===== config.mk =====
export PLATFORM = sky130hd
export DESIGN_NAME = seg_addr_gen
export DESIGN_NICKNAME = d
export VERILOG_FILES = /design/src/rtl/seg_pkg.sv /design/src/rtl/seg_regfile.sv /design/src/rtl/seg_select.sv /design/src/rtl/idx_stepper.sv /design/src/rtl/seg_addr_gen.sv
export SDC_FILE = /design/constraint.sdc
export NUM_CORES = 1
export LEC_CHECK = 0
export ABC_CLOCK_PERIOD_IN_PS = 8100
export BUFFER_PORTS_ARGS = -buffer_cell sky130_fd_sc_hd__buf_2
export CAP_MARGIN = 20
export CORE_MARGIN = 2
export CORE_UTILIZATION = 61
export DETAILED_ROUTE_END_ITERATION = 10
export GPL_ROUTABILITY_DRIVEN = 1
export HOLD_SLACK_MARGIN = 0.03
export PLACE_DENSITY_LB_ADDON = 0.08
export SKIP_LAST_GASP = 1
export SYNTH_ARGS = -nofsm -noshare
export SYNTH_HDL_FRONTEND = slang
export SYNTH_SLANG_ARGS = --single-unit

===== constraint.sdc =====
create_clock -name clk -period 8.1 [get_ports clk]
set_input_delay 1.215 -clock clk [delete_from_list [all_inputs] [get_ports clk]]
set_output_delay 1.215 -clock clk [all_outputs]
set_load 0.02 [all_outputs]

===== src/rtl/seg_pkg.sv =====
package seg_pkg;
    localparam int NUM_SEG = 4;
    localparam int SEL_W   = $clog2(NUM_SEG);

    typedef enum logic [SEL_W-1:0] {
        SEG_CODE  = 2'd0,
        SEG_DATA  = 2'd1,
        SEG_STACK = 2'd2,
        SEG_EXTRA = 2'd3
    } seg_id_e;

    typedef enum logic [1:0] {
        ACC_FETCH  = 2'd0,
        ACC_STACK  = 2'd1,
        ACC_DATA   = 2'd2,
        ACC_STRDST = 2'd3
    } acc_kind_e;
endpackage


===== src/rtl/seg_regfile.sv =====
module seg_regfile
    import seg_pkg::*;
#(
    parameter int SEG_W = 16
) (
    input  logic                           clk,
    input  logic                           rst_n,
    input  logic                           wr_en,
    input  logic [SEL_W-1:0]               wr_sel,
    input  logic [SEG_W-1:0]               wr_data,
    input  logic [SEL_W-1:0]               rd_sel,
    output logic [SEG_W-1:0]               rd_data
);
    logic [NUM_SEG-1:0][SEG_W-1:0] seg_d, seg_q;

    always_comb begin
        seg_d = seg_q;
        if (wr_en) seg_d[wr_sel] = wr_data;
    end

    always_ff @(posedge clk) begin
        if (!rst_n) seg_q <= '0;
        else        seg_q <= seg_d;
    end

    assign rd_data = seg_q[rd_sel];

    // a written base holds the written value on the following cycle
    assert_base_written_R2: assert property (@(posedge clk) disable iff (!rst_n)
        wr_en |=> seg_q[$past(wr_sel)] == $past(wr_data));
endmodule


===== src/rtl/seg_select.sv =====
module seg_select
    import seg_pkg::*;
(
    input  logic [1:0]       acc_kind,
    input  logic             ovr_en,
    input  logic [SEL_W-1:0] ovr_sel,
    output logic [SEL_W-1:0] sel
);
    acc_kind_e kind;
    seg_id_e   chosen;

    always_comb begin
        kind = acc_kind_e'(acc_kind);
        unique case (kind)
            ACC_FETCH:  chosen = SEG_CODE;
            ACC_STACK:  chosen = ovr_en ? seg_id_e'(ovr_sel) : SEG_STACK;
            ACC_DATA:   chosen = ovr_en ? seg_id_e'(ovr_sel) : SEG_DATA;
            default:    chosen = SEG_EXTRA;
        endcase
        sel = chosen;
    end

    always_comb begin
        if (kind == ACC_FETCH)  assert_fetch_code_R3: assert (sel == SEG_CODE);
        if (kind == ACC_STRDST) assert_strdst_extra_R7: assert (sel == SEG_EXTRA);
    end
endmodule


===== src/rtl/idx_stepper.sv =====
module idx_stepper #(
    parameter int IDX_W = 16
) (
    input  logic             clk,
    input  logic             rst_n,
    input  logic             load_en,
    input  logic [IDX_W-1:0] load_val,
    input  logic             step_en,
    input  logic             word,
    input  logic             dir_dn,
    output logic [IDX_W-1:0] val
);
    logic [IDX_W-1:0] val_d, val_q, stride;

    always_comb begin
        stride = word ? IDX_W'(2) : IDX_W'(1);
        val_d  = val_q;
        if (load_en)      val_d = load_val;
        else if (step_en) val_d = dir_dn ? (val_q - stride) : (val_q + stride);
    end

    always_ff @(posedge clk) begin
        if (!rst_n) val_q <= '0;
        else        val_q <= val_d;
    end

    assign val = val_q;

    assert_load_wins_R9: assert property (@(posedge clk) disable iff (!rst_n)
        load_en |=> val_q == $past(load_val));
    assert_step_up_byte_R8: assert property (@(posedge clk) disable iff (!rst_n)
        (step_en && !load_en && !dir_dn && !word) |=> val_q == IDX_W'($past(val_q) + 1'b1));
    assert_idle_hold_R8: assert property (@(posedge clk) disable iff (!rst_n)
        (!step_en && !load_en) |=> $stable(val_q));
endmodule


===== src/rtl/seg_addr_gen.sv =====
module seg_addr_gen
    import seg_pkg::*;
#(
    parameter int OFS_W     = 16,
    parameter int SEG_SHIFT = 4
) (
    input  logic                        clk,
    input  logic                        rst_n,
    input  logic                        seg_wr_en,
    input  logic [1:0]                  seg_wr_sel,
    input  logic [OFS_W-1:0]            seg_wr_data,
    input  logic [1:0]                  acc_kind,
    input  logic                        ovr_en,
    input  logic [1:0]                  ovr_sel,
    input  logic [OFS_W-1:0]            offset,
    input  logic                        idx_ld_src,
    input  logic                        idx_ld_dst,
    input  logic [OFS_W-1:0]            idx_ld_data,
    input  logic                        step_src,
    input  logic                        step_dst,
    input  logic                        str_word,
    input  logic                        dir_flag,
    output logic [OFS_W+SEG_SHIFT-1:0]  phys_addr,
    output logic [1:0]                  seg_used,
    output logic [OFS_W-1:0]            src_idx,
    output logic [OFS_W-1:0]            dst_idx
);
    localparam int PA_W = OFS_W + SEG_SHIFT;

    typedef struct packed {
        logic [PA_W-1:0]  pa;
        logic [SEL_W-1:0] seg;
    } out_t;

    out_t             out_d, out_q;
    logic [SEL_W-1:0] sel;
    logic [OFS_W-1:0] base, eff_ofs;
    logic [OFS_W-1:0] idx_val [2];
    logic             ld_vec  [2];
    logic             st_vec  [2];

    seg_regfile #(.SEG_W(OFS_W)) u_regs (
        .clk(clk), .rst_n(rst_n),
        .wr_en(seg_wr_en), .wr_sel(seg_wr_sel), .wr_data(seg_wr_data),
        .rd_sel(sel), .rd_data(base)
    );

    seg_select u_sel (
        .acc_kind(acc_kind), .ovr_en(ovr_en), .ovr_sel(ovr_sel), .sel(sel)
    );

    assign ld_vec[0] = idx_ld_src;
    assign ld_vec[1] = idx_ld_dst;
    assign st_vec[0] = step_src;
    assign st_vec[1] = step_dst;

    for (genvar g = 0; g < 2; g++) begin : g_idx
        idx_stepper #(.IDX_W(OFS_W)) u_step (
            .clk(clk), .rst_n(rst_n),
            .load_en(ld_vec[g]), .load_val(idx_ld_data),
            .step_en(st_vec[g]), .word(str_word), .dir_dn(dir_flag),
            .val(idx_val[g])
        );
    end

    always_comb begin
        eff_ofs   = (acc_kind_e'(acc_kind) == ACC_STRDST) ? idx_val[1] : offset;
        out_d.pa  = ({{SEG_SHIFT{1'b0}}, base} << SEG_SHIFT) + {{SEG_SHIFT{1'b0}}, eff_ofs};
        out_d.seg = sel;
    end

    always_ff @(posedge clk) begin
        if (!rst_n) out_q <= '0;
        else        out_q <= out_d;
    end

    assign phys_addr = out_q.pa;
    assign seg_used  = out_q.seg;
    assign src_idx   = idx_val[0];
    assign dst_idx   = idx_val[1];

    assert_fetch_port_R3: assert property (@(posedge clk) disable iff (!rst_n)
        acc_kind == 2'd0 |=> seg_used == 2'd0);
    assert_override_R6: assert property (@(posedge clk) disable iff (!rst_n)
        (ovr_en && (acc_kind == 2'd1 || acc_kind == 2'd2)) |=> seg_used == $past(ovr_sel));
    assert_strdst_port_R7: assert property (@(posedge clk) disable iff (!rst_n)
        acc_kind == 2'd3 |=> seg_used == 2'd3);
endmodule


* Word-level counts from Yosys, hierarchy flattened
Index checks and enable logic that the tools add are counted.
Word-level totals: bits in registers 118, input port bits 64, word-level logic and storage cells 39
Operators by class: $add $sub $neg 5, magnitude comparators 3, equal/unequal tests 3, muxes and demuxes 16, reduce and logical (&&, ||, !) cells 4
Operator list (count):
- 16-bit two-way mux | 9
- 64-bit bitwise mux | 1
- 16-bit adder | 2
- 16-bit binary-select mux with 2-bit select | 1
- 16-bit demux with 2-bit select | 1
- 16-bit subtractor | 2
- 20-bit by 16-bit adder with 20-bit output | 1
- 2-bit by 3-bit less-than comparator with 1-bit output, second input constant | 2
- 2-bit two-way mux | 3
- 2-bit one-hot mux with 3 select lines | 1
- 2-bit == test, second input constant | 2
- 2-bit nonzero test | 2
- 2-bit by 1-bit == test with 1-bit output, second input constant | 1
- 2-bit by 1-bit >= comparator with 1-bit output, second input constant | 1
- 2-bit zero test | 1
- 1-bit logical AND | 1

* Longest topological paths before layout
depth after elaboration 5, depth in mapped cells 17, depth with buffers taken out 14

* By module
Synthesis repeated with hierarchy kept, for this count alone.
Unflattened totals: cell total of the unflattened synthesis 804, area, all modules 7269.5 µm²
Modules (own cells, without submodules):
- seg_regfile | times used 1, cells each 248, area an instance 2807.7 µm²
- idx_stepper at g_idx[1].u_step | times used 1, cells each 210, area an instance 1539.0 µm²
- seg_addr_gen | times used 1, cells each 161, area an instance 1473.9 µm²
- idx_stepper at g_idx[0].u_step | times used 1, cells each 177, area an instance 1406.3 µm²
- seg_select | times used 1, cells each 8, area an instance 42.5 µm²

* Worst setup path before layout
No wires, ideal clock.
path kind in2reg, start point in acc_kind[1], end point reg out_q, in the netlist phys_addr[18], library setup time 0.072 ns, arrival 4.160 ns, path slack 3.868 ns, stages on the path 17, cell sequence buf_6 -> a21o_1 -> a22o_1 -> buf_2 -> clkbuf_1 -> nand2_1 -> and3_1 -> a31oi_1 -> ha_1 -> inv_1 -> fa_1 -> nand2b_1 -> a21o_1 -> a21boi_0 -> o211ai_1 -> a211oi_1 -> mux2i_1
On the way: cells in the longest elaborated chain, start to end 5, elaborated cells between the ends (all ways) 9, those cells by class add/sub: 1; eq/ne: 3; mux: 4; reduce/logical: 1
RTL lines:
- start: declaration | line seg_addr_gen.sv:12 | input logic [1:0] acc_kind,
- 2-bit == test, or another cell as far along | line seg_select.sv:14 | unique case (kind)
- 2-bit one-hot mux with 3 select lines | line seg_select.sv:14
- 16-bit binary-select mux with 2-bit select | line seg_regfile.sv:26 | assign rd_data = seg_q[rd_sel];
- 16-bit two-way mux (implied by the code) | line seg_regfile.sv:26
- 20-bit by 16-bit adder with 20-bit output (*) | line seg_addr_gen.sv:68 | out_d.pa = ({{SEG_SHIFT{1'b0}}, base} << SEG_SHIFT) + {{SEG_SHIFT{1'b0}}, eff_ofs};
- end signal: assignment | line seg_addr_gen.sv:74 | else out_q <= out_d;
- end: declaration | line seg_addr_gen.sv:35 | out_t out_d, out_q;
Every way passes the cells marked *; elsewhere a longest branch is shown, timed or not. The select of a mux whose other input is x is not followed. A chain may end at the register's enable or synchronous reset.

* Worst setup path in the final report
Ends and elaborated chain as after synthesis.

==> results.tsv <==
metric	value	unit
Setup Skew	0.00824	ns
std cell rows	38	
initial antenna violation count	0	
Pins Over Slew Limit	0	
Hold Path Stages	2	
Synth Cell Area	6950	um^2
crit path time final	4.10	ns
I/O Buffers	117	
share of cells above drive strength 1	0.175	
Initial DRC Count	512	
Max Freq	244	MHz
Max FO, Critical Path	24	
Mapped Cells	907	
DR DRC count	0	
endpoint class of the critical path	flip-flop	
first-pass iteration count of the detailed router	5	
gr usage total	0.316	
Syn Area/Cell	7.67	um^2
diode count	0	
Net Count, Synth	1016	
via count	6930	
EDFF count, synth	0	
status	finished clean	
first-pass GRT wire length	31800	um
post-CTS resize count	0	
setup TNS	0	ns
DIE AREA	12300	um^2
Clock transition at path regs	0.05	ns
async set-reset flop share out of synthesis	0	
H-tree levels	4	
Die Height	111	um
Top cell by count, worst path	a21o_1	
count leader, synth	nand2_1	
Starting Density	0.633	
register area share after synthesis	0.340	
hpwl dp	13600	um
r2r worst-path depth	12	
setup ws final	4.00	ns
commonest cells in the netlist	nand2_1, a21oi_1, dfxtp_1	
Synth Flop Type	dfxtp_1	
largest net degree at the start of global routing	62	
fillcell total	884	
CTS Hold Bufs	0	
Core ar.	11000	um^2
CP Class	in2reg	
Clock Sinks	118	
Worst Path Arrival	4.45	ns
pwr dens	221	nW/um^2
CTS tree	yes	
routability-driven placement congestion ratio	0.902	
slowest cell delay on critical path	0.39	ns
cts bufs inserted	17	
worst hold path class	reg2reg	
Worst path slowest cell	fa_1	
total gr overflow	0	
share of the synthesized area in the top cell type	0.340	
Final #Nets	1108	
routed wire length per instance	16.9	um
Yosys reg bits	118	
Max Buffers Root-to-Sink	2	
Synth area leader	dfxtp_1	
Top Ports	118	
Warnings, synthesis	0	
crit path cell chain	buf_2 > a21o_1 > a22oi_1 > buf_4 > nand2_1 > and3_1 > a31oi_1 > ha_1 > inv_1 > fa_1 > nand2b_1 > a21o_1 > a21boi_0 > o211ai_1 > a211oi_1 > mux2i_1	
unrepaired setup endpoints after global routing	no	
die width	111	um
vias per cell	6.02	
number of max-cap violations	0	
transition time of the tightest slew-check pin	0.797	ns
peak supply drop	0.168	mV
endpoints failing hold	0	
postcts setup bufs	0	
total wire length	19400	um
Final Setup Violations	0	
largest cells by area after synthesis	dfxtp_1, nand2_1, a21oi_1	
final period utilization	0.506	
CTS Root Cell	clkbuf_16	
Setup WS pre-CTS	3.67	ns
antenna viol nets, final	0	
Clock Latency Late Sink	0.42	ns
Netlist cell types	60	
vias in the first global route	6562	
area delta synth->final	17.1	%
Crit path required time	8.45	ns
Max-slew headroom	0.469	
crit start category	input port	
Pleak	3.43	nW
-- sequential cells by signal, summed over array words and instances (netlist names) --
| register | count |
|---|---|
| g_idx.u_step.val | 32 |
| phys_addr | 20 |
| seg_used | 2 |
| u_regs.seg_q | 64 |
-- logic make-up after synthesis --
kind of cell             count (synthesis)  share of synthesized area
AO/OA/AOI/OAI                          264                      0.229
XOR/XNOR                                24                     0.0302
adder cells (fa/ha/maj)                 45                     0.0842
buffers and inverters                   68                     0.0392
flip-flops                             118                      0.340
multiplexers                            34                     0.0522
AND/OR/NAND/NOR                        354                      0.225
-- layout make-up --
type	instances	area, um^2	area share
Multi-Input combinational cell	721	4320	0.531
Sequential cell	118	2360	0.290
Timing Repair Buffer	123	634	0.0779
Clock buffer	24	482	0.0592
Tap cell	140	175	0.0215
Clock inverter	8	97.6	0.0120
Inverter	18	67.6	0.00830
-- worst max-delay path, delay by kind of cell --
| kind | cells | cell delay [ns] |
|---|---|---|
| fa+ha+maj | 2 | 0.60 |
| mux | 1 | 0.20 |
| compound gates | 7 | 1.45 |
| simple gates | 3 | 0.43 |
| buf+inv | 3 | 0.54 |
-- worst paths after layout --
| path | slack [ns] | endpoint | from |
|---|---|---|---|
| worst max register to register | 5.36 | phys_addr[18]$_SDFF_PN0_ | u_regs.seg_q[16]$_SDFFE_PN0P_ |
| worst min register to register | 0.45 | u_regs.seg_q[30]$_SDFFE_PN0P_ | u_regs.seg_q[30]$_SDFFE_PN0P_ |
| worst min-delay path | 0.45 | u_regs.seg_q[30]$_SDFFE_PN0P_ | u_regs.seg_q[30]$_SDFFE_PN0P_ |
| worst max-delay path | 4.00 | phys_addr[18]$_SDFF_PN0_ | acc_kind[1] |
-- power breakdown --
part / switching (mW) / leakage (nW) / internal, mW / total [mW]
logic: 0.255 / 2.19 / 0.163 / 0.418
clock network: 0.258 / 0.276 / 0.475 / 0.733
registers: 0.0257 / 0.968 / 0.621 / 0.646
total: 0.539 / 3.43 / 1.26 / 1.80
-- metrics by stage --
step / instance area [um^2] / utilization / instances / hold WS (ns) / total power [mW]
finish: 8140 / 0.741 / 1152 / 0.452 / 1.80
floorplan: 6950 / - / 907 / 0.436 / 0.949
detailed placement: 7550 / 0.688 / 1119 / 0.447 / 1.07
global placement: 7550 / 0.688 / 1119 / 0.441 / 1.06
global route: 8140 / 0.741 / 1152 / 0.471 / 1.87
CTS: 8130 / 0.740 / 1151 / 0.454 / 1.80
-- cells in the final DEF (no fill, tap or decap), types with 4 or more instances in the layout --
cell type	netlist	layout
o21ai_0	39	39
nand3b_1	5	5
o211ai_1	10	10
mux2i_1	19	19
nand3_1	15	15
buf_4	0	5
nand2b_1	10	10
dfxtp_1	118	118
buf_2	2	117
nor2_1	46	46
o21a_1	8	8
ha_1	42	42
a211oi_1	14	14
nand2_1	212	212
nor2b_1	4	4
o31ai_1	5	5
xnor2_1	17	17
a21oi_1	125	125
nor3b_1	5	4
or3_1	5	5
nor3_1	12	12
o21bai_1	4	4
nand4_1	7	7
and3_1	18	18
clkbuf_1	39	4
a21o_1	14	14
xor2_1	7	7
mux2_2	14	14
or2_2	4	4
clkbuf_16	0	17
inv_1	17	17
a31oi_1	19	19
-- metal layers --
metal	up-vias	GRT usage	wire length, um
li1	3390	-	-
met1	3207	0.377	7760
met2	286	0.552	9580
met3	47	0.0678	1460
met4	0	0.131	629
met5	-	0	0
No activity file was read; power rests on OpenSTA's default activity.
